### config.mk
export PLATFORM = sky130hd
export DESIGN_NAME = hsc_top
export DESIGN_NICKNAME = d
export VERILOG_FILES = /design/src/rtl/hsc_pkg.sv /design/src/rtl/hsc_pin_edges.sv /design/src/rtl/hsc_hold_track.sv /design/src/rtl/hsc_sleep_fsm.sv /design/src/rtl/hsc_top.sv
export SDC_FILE = /design/constraint.sdc
export NUM_CORES = 1
export LEC_CHECK = 0
export BUFFER_PORTS_ARGS = -buffer_cell sky130_fd_sc_hd__buf_2
export CAP_MARGIN = 20
export CORE_UTILIZATION = 60
export CTS_CLUSTER_SIZE = 8
export DETAILED_ROUTE_END_ITERATION = 6
export PLACE_DENSITY = 0.81
export SETUP_SLACK_MARGIN = 0.05
export SKIP_LAST_GASP = 1
export SYNTH_ARGS = -nofsm -noshare
export SYNTH_HDL_FRONTEND = slang
export SYNTH_SLANG_ARGS = --single-unit
export TNS_END_PERCENT = 100
### constraint.sdc
create_clock -name clk_i -period 4.05 [get_ports clk_i]
set_input_delay 1.0125 -clock clk_i [delete_from_list [all_inputs] [get_ports clk_i]]
set_output_delay 1.0125 -clock clk_i [all_outputs]
set_load 0.01 [all_outputs]
### src/rtl/hsc_pkg.sv
package hsc_pkg;
  typedef enum logic [1:0] {
    SL_AWAKE   = 2'd0,
    SL_ARMED   = 2'd1,
    SL_ASLEEP  = 2'd2,
    SL_RECOVER = 2'd3
  } sleep_st_e;
endpackage

### src/rtl/hsc_pin_edges.sv
module hsc_pin_edges (
  input  logic clk_i,
  input  logic rst_ni,
  input  logic cs_ni,
  input  logic sck_i,
  output logic cs_rise_o,
  output logic cs_fall_o,
  output logic sck_rise_o
);
  localparam int NPIN = 2;
  localparam logic [NPIN-1:0] RST_VAL = 2'b01; // cs idles high, sck low

  logic [NPIN-1:0] pin_now, pin_q, rise, fall;
  assign pin_now = {sck_i, cs_ni};

  for (genvar g = 0; g < NPIN; g++) begin : g_pin
    always_ff @(posedge clk_i or negedge rst_ni) begin
      if (!rst_ni) pin_q[g] <= RST_VAL[g];
      else         pin_q[g] <= pin_now[g];
    end
    assign rise[g] = pin_now[g] & ~pin_q[g];
    assign fall[g] = ~pin_now[g] & pin_q[g];
  end

  assign cs_rise_o  = rise[0];
  assign cs_fall_o  = fall[0];
  assign sck_rise_o = rise[1];

  logic unused_fall;
  assign unused_fall = fall[1];
endmodule

### src/rtl/hsc_hold_track.sv
module hsc_hold_track (
  input  logic clk_i,
  input  logic rst_ni,
  input  logic cs_ni,
  input  logic sck_i,
  input  logic hold_ni,
  input  logic cs_rise_i,
  input  logic en_i,
  output logic held_o,
  output logic abort_o
);
  logic held_q, lvl_q, abort_q;

  always_ff @(posedge clk_i or negedge rst_ni) begin
    if (!rst_ni) begin
      held_q  <= 1'b0;
      lvl_q   <= 1'b0;
      abort_q <= 1'b0;
    end else begin
      abort_q <= held_q & cs_rise_i;
      if (cs_ni) begin
        held_q <= 1'b0;
      end else if (!held_q) begin
        if (!hold_ni && en_i) begin
          held_q <= 1'b1;
          lvl_q  <= sck_i;
        end
      end else if (hold_ni && (sck_i == lvl_q)) begin
        held_q <= 1'b0;
      end
    end
  end

  assign held_o  = held_q;
  assign abort_o = abort_q;

  AST_HOLD_NEEDS_CS: assert property (@(posedge clk_i) disable iff (!rst_ni)
    $rose(held_q) |-> $past(!cs_ni) && $past(!hold_ni));
  AST_HOLD_EXIT_LEVEL: assert property (@(posedge clk_i) disable iff (!rst_ni)
    ($fell(held_q) && $past(!cs_ni)) |-> ($past(hold_ni) && ($past(sck_i) == $past(lvl_q))));
  AST_ABORT_RELEASES: assert property (@(posedge clk_i) disable iff (!rst_ni)
    abort_q |-> !held_q && $past(held_q));
endmodule

### src/rtl/hsc_sleep_fsm.sv
module hsc_sleep_fsm
  import hsc_pkg::*;
#(
  parameter int REC_CYCLES = 20000
) (
  input  logic clk_i,
  input  logic rst_ni,
  input  logic cs_ni,
  input  logic cs_rise_i,
  input  logic cs_fall_i,
  input  logic sck_rise_i,
  input  logic held_i,
  input  logic sleep_op_i,
  output logic sleep_o,
  output logic proto_err_o
);
  localparam int CW = (REC_CYCLES > 2) ? $clog2(REC_CYCLES) : 1;
  localparam logic [CW-1:0] LAST = CW'(REC_CYCLES - 1);

  sleep_st_e st_q;
  logic [CW-1:0] cnt_q;
  logic err_q;

  always_ff @(posedge clk_i or negedge rst_ni) begin
    if (!rst_ni) begin
      st_q  <= SL_AWAKE;
      cnt_q <= '0;
      err_q <= 1'b0;
    end else begin
      err_q <= 1'b0;
      unique case (st_q)
        SL_AWAKE:
          if (sleep_op_i && !cs_ni && !held_i) st_q <= SL_ARMED;
        SL_ARMED:
          if (cs_rise_i)                    st_q <= held_i ? SL_AWAKE : SL_ASLEEP;
          else if (sck_rise_i && !held_i)   st_q <= SL_AWAKE;
        SL_ASLEEP:
          if (cs_fall_i) begin
            st_q  <= SL_RECOVER;
            cnt_q <= '0;
          end
        SL_RECOVER: begin
          if (cs_fall_i) err_q <= 1'b1;
          if (cnt_q == LAST) st_q <= SL_AWAKE;
          else               cnt_q <= cnt_q + 1'b1;
        end
        default: st_q <= SL_AWAKE;
      endcase
    end
  end

  assign sleep_o     = (st_q == SL_ASLEEP) || (st_q == SL_RECOVER);
  assign proto_err_o = err_q;

  AST_REC_NO_RESTART: assert property (@(posedge clk_i) disable iff (!rst_ni)
    (st_q == SL_RECOVER && $past(st_q) == SL_RECOVER) |-> cnt_q == $past(cnt_q) + 1'b1);
  AST_SLEEP_ON_CS_RISE: assert property (@(posedge clk_i) disable iff (!rst_ni)
    (st_q == SL_ASLEEP && $past(st_q) == SL_ARMED) |-> $past(cs_ni) && $past(!held_i));
  AST_ERR_IN_RECOVERY: assert property (@(posedge clk_i) disable iff (!rst_ni)
    err_q |-> $past(st_q) == SL_RECOVER);
endmodule

### src/rtl/hsc_top.sv
module hsc_top #(
  parameter int REC_CYCLES = 20000
) (
  input  logic clk_i,
  input  logic rst_ni,
  input  logic cs_ni,
  input  logic sck_i,
  input  logic hold_ni,
  input  logic sleep_op_i,
  input  logic rd_busy_i,
  output logic eng_gate_o,
  output logic so_hiz_o,
  output logic abort_o,
  output logic sleep_o,
  output logic proto_err_o
);
  logic cs_rise, cs_fall, sck_rise, held, asleep;

  hsc_pin_edges u_edges (
    .clk_i(clk_i), .rst_ni(rst_ni), .cs_ni(cs_ni), .sck_i(sck_i),
    .cs_rise_o(cs_rise), .cs_fall_o(cs_fall), .sck_rise_o(sck_rise)
  );

  hsc_hold_track u_hold (
    .clk_i(clk_i), .rst_ni(rst_ni), .cs_ni(cs_ni), .sck_i(sck_i),
    .hold_ni(hold_ni), .cs_rise_i(cs_rise), .en_i(!asleep),
    .held_o(held), .abort_o(abort_o)
  );

  hsc_sleep_fsm #(.REC_CYCLES(REC_CYCLES)) u_sleep (
    .clk_i(clk_i), .rst_ni(rst_ni), .cs_ni(cs_ni), .cs_rise_i(cs_rise),
    .cs_fall_i(cs_fall), .sck_rise_i(sck_rise), .held_i(held),
    .sleep_op_i(sleep_op_i), .sleep_o(asleep), .proto_err_o(proto_err_o)
  );

  assign sleep_o    = asleep;
  assign eng_gate_o = !held && !asleep;
  assign so_hiz_o   = asleep || (held && rd_busy_i);

  AST_SLEEP_QUIET: assert property (@(posedge clk_i) disable iff (!rst_ni)
    sleep_o |-> so_hiz_o && !eng_gate_o);
  AST_NO_HOLD_ASLEEP: assert property (@(posedge clk_i) disable iff (!rst_ni)
    $past(asleep) && asleep |-> !held);
endmodule

Word-level counts from Yosys, hierarchy flattened
Cells that the tools add are included.
{ "totals": {"register_bits": 23, "inputBits": 7} }
{ "op_classes": {"n_eq_ne": 10, "addsub": 1, "n_reduce_logical": 18, "muxes": 16, "n_bitwise": 8} }
{ "ops": {"columns": ["cell", "count"], "rows": [
  ["two-way mux 15 bit", 2],
  ["one-hot mux 15 bit (2 select lines)", 1],
  ["adder 15 x 1 -> 15 bit (second input constant)", 1],
  ["== test 15 bit (second input constant)", 1],
  ["two-way mux 2 bit", 6],
  ["one-hot mux 2 bit (4 select lines)", 1],
  ["logical AND 1 bit", 7],
  ["two-way mux 1 bit", 6],
  ["AND reduction 3 bit", 2],
  ["bitwise AND 1 bit", 4],
  ["== test 2 bit (second input constant)", 2],
  ["zero test 1 bit", 4],
  ["inequality test 2 x 1 -> 1 bit (second input constant)", 2],
  ["inequality test 2 bit (second input constant)", 2],
  ["NOT 1 bit", 4],
  ["AND reduction 4 bit", 1],
  ["inequality test 3 x 2 -> 1 bit (second input constant)", 1],
  ["== test 2 x 1 -> 1 bit (second input constant)", 1],
  ["zero test 2 bit", 1],
  ["logical OR 1 bit", 2],
  ["nonzero test 2 bit", 1],
  ["== test 1 bit", 1]
]} }

Logic depth before layout (Yosys ltp)
{ "logic_depth": {"word_depth": 7, "mapped_depth": 6, "mapped_depth_nobuf": 5} }

Cells and area by module
Synthesis repeated with hierarchy kept, for this count alone.
{ "unflattened": {"cells_unflattened": 123, "hier_area_um2": 1194.9} }
{ "modules_own_cells": {"columns": ["mod", "area_per_inst_um2", "cells_per_inst", "seq_area_each_um2", "instances"], "rows": [
  ["hsc_sleep_fsm", 969.7, 105, 450.4, 1],
  ["hsc_hold_track", 137.6, 10, 75.1, 1],
  ["hsc_pin_edges", 72.6, 5, 51.3, 1],
  ["hsc_top", 15.0, 3, 0.0, 1]
]} }

Worst setup path before layout
OpenSTA, ideal clock, no wires.
{ "synth_path": {"path_kind": "input to output", "startpoint": "in rd_busy_i", "endpoint": "out so_hiz_o", "path_stages": 1, "path_slack_ns": 1.838, "n_path_buf": 0, "t_arrival_ns": 1.199, "cell_sequence": "a21o_1"} }
{ "synth_via": {"elab_chain_len": 2} }
{ "synth_rtl": {"columns": ["item", "line", "text"], "rows": [
  ["start, declared", "hsc_top.sv:10", "input logic rd_busy_i,"],
  ["logical AND 1 bit", "hsc_top.sv:38", "assign so_hiz_o = asleep || (held && rd_busy_i);"],
  ["logical OR 1 bit", "hsc_top.sv:38", null],
  ["end, declared", "hsc_top.sv:12", "output logic so_hiz_o,"]
]} }
No other way between the ends.

Worst setup path in the final report
Same ends and word-level chain as after synthesis.

==> summary.txt <==
final setup fails: 0
synthesized net count: 121
Critical Path RT: 3.04 ns
total die area: 0.00209 sq mm
Fmax achieved: 416 MHz
Hold Crit Class: register to register
Synth Warn #: 0
Area after DPL: 0.00121 sq mm
register-to-register path setup slack: 2.27 ns
cell area after layout: 0.00123 sq mm
CP Launch Type: input pin
Nets: 132
CP endpoint kind: output pin
post-route ant nets: 0
final hold violation count: 0
Data arrival, critical path: 1.39 ns
Resize count post-CTS: 0
critical path class: input pin to output pin
min cycle time layout: 2.41 ns
most common cell type on the critical path: buf_2
largest net degree at the start of global routing: 24
family with the most delay on the worst path: buffers and inverters
peak supply drop: 0.000429 V
commonest non-fill, non-tap cell in the layout: dfrtp_1
drt via density: 5.96
io pins: 12
DRT Pass-1 Iters: 4
Skew-Pair Late Insertion Delay: 0.31 ns
average routed wire per standard cell: 14.3 microns
site row count: 15
Cells after Synth: 113
Post-synth EDFFs: 0
Worst-Margin Slew: 0.656 ns
CTS tree: yes
Max-Cap Viols: 0
clock buffer count from CTS: 3
die width: 45.7 microns
clock tree buffer depth: 2
grt total ovfl: 0
CP max FO: 1
initial core utilization: 0.649
CP max stage cell: a21o_1
GPL Wtd Cong: 0.769
Post-synth ARST share: 1.00
first-pass GRT wire length: 3530 microns
vias in the first global route: 810
period utilisation layout: 0.594
core area: 0.00176 sq mm
detailed placement HPWL: 1540 microns
final clock skew: 0.00308 ns
Main synth FF type: dfrtp_1
Antenna diodes: 0
CP max stage delay: 0.16 ns
die extent in y: 45.7 microns
Cells after DPL: 144
P&R area growth vs syn: 7.87%
IO Port Bufs: 11
crit path buf inv count: 2
TNS Setup: 0 ns
share of layout cells above drive strength 1: 0.154
PD cells: 532 mW/mm^2
H-tree depth: 1
Slew Limit Fails: 0
Iteration-0 DRC Markers: 14
run status: completed
Total Power: 657 uW
Finished Layout Cells: 148
setup bufs post-CTS: 0
initial antenna violation count: 0
root buffer cell: clkbuf_4
Seq/Total Area, Yosys: 0.504
Synth cell types: 37
# clock sinks: 23
setup repair after global routing missed its margin: no
commonest non-fill, non-tap cells in the layout: dfrtp_1, nand2_1, buf_2
via count: 882
netlist area before placement: 0.00114 sq mm
Avg Synthesized Cell Area: 10.1 sq um
drt drc: 0
hold bufs inserted after CTS: 0
worst-path cell chain: buf_2 > a21o_1 > buf_2
clock slew at reported path FFs: 0.12 ns
#FFs+latches synth: 23
Leakage: 0.000606 uW
GRT Util Overall: 0.238
Total Wirelength: 2120 microns
Worst slew margin: 0.562
==> cells by family (layout without fill, tap and decap cells) <==
kind of cell / after synthesis / in the layout / share of synthesized area
compound gates: 16 / 16 / 0.107
xor+xnor: 4 / 4 / 0.0306
fa+ha+maj: 1 / 1 / 0.0109
buf+inv: 7 / 17 / 0.0262
flops: 23 / 23 / 0.504
mux: 7 / 7 / 0.0623
simple gates: 55 / 55 / 0.259
==> area by class of cell <==
| cell class | instances | area [sq um] |
|---|---|---|
| multi-input cells | 83 | 538 |
| flip-flops and latches | 23 | 577 |
| fillers | 155 | 529 |
| inverters | 2 | 7.51 |
| well taps | 25 | 31.3 |
| repair buffers | 11 | 55.1 |
| clock buffers | 4 | 26.3 |
==> through the flow <==
stage	utilization	hold slack (ns)	setup WS (ns)
2_1_floorplan	-	0.437	1.84
3_3_place_gp	0.685	0.457	1.65
3_5_place_dp	0.685	0.466	1.64
4_1_cts	0.700	0.487	1.64
5_1_grt	0.700	0.503	1.61
6_report	0.700	0.483	1.64
==> worst paths after layout <==
check / start / to / cells after the start
setup / recovery: rd_busy_i / so_hiz_o / 3
hold / removal: u_sleep.cnt_q[14] / u_sleep.cnt_q[14] / 1
setup reg to reg: u_sleep.cnt_q[13] / u_sleep.st_q[0] / 4
hold reg to reg: u_sleep.cnt_q[14] / u_sleep.cnt_q[14] / 1
max in group asynchronous: rst_ni / u_edges.pin_q[0] / 1
min in group asynchronous: rst_ni / u_sleep.cnt_q[0] / 1
==> state kept, by name, summed over array words and instances (netlist names), named ones only <==
| name | cells |
|---|---|
| u_sleep.cnt_q | 15 |
| u_edges.pin_q | 2 |
| u_hold.abort_o | 1 |
| u_hold.held_o | 1 |
| u_hold.lvl_q | 1 |
| u_sleep.proto_err_o | 1 |
| u_sleep.st_q | 1 |
==> synthesized netlist by cell type (all sizes together), types with 2 or more instances <==
library cell | number | share of area
a31oi | 2 | 0.011
a41o | 3 | 0.026
buf | 3 | 0.013
clkbuf | 2 | 0.0066
dfrtp | 22 | 0.48
inv | 2 | 0.0066
mux2i | 6 | 0.052
nand2 | 18 | 0.059
nand3 | 6 | 0.026
nand4 | 4 | 0.027
nor2 | 10 | 0.033
nor3 | 4 | 0.017
nor3b | 3 | 0.020
nor4 | 2 | 0.024
o211ai | 2 | 0.013
o31ai | 2 | 0.013
xnor2 | 4 | 0.031
==> routing by layer <==
metal | routed length (microns) | share of wire | up-vias | GRT usage
met2 | 1060 | 0.50 | 26 | 0.389
met1 | 942 | 0.45 | 424 | 0.326
met5 | 0 | 0 | - | 0
li1 | - | - | 430 | -
met4 | 20 | 0.0095 | 0 | 0.0848
met3 | 89 | 0.042 | 2 | 0.0238
==> power breakdown <==
group | leakage, uW | internal [uW] | switching [uW]
clock network | 0.0000150 | 38.5 | 68.8
registers | 0.000303 | 287 | 79.4
logic | 0.000288 | 84.5 | 98.0
No activity file was read; power rests on OpenSTA's default activity.
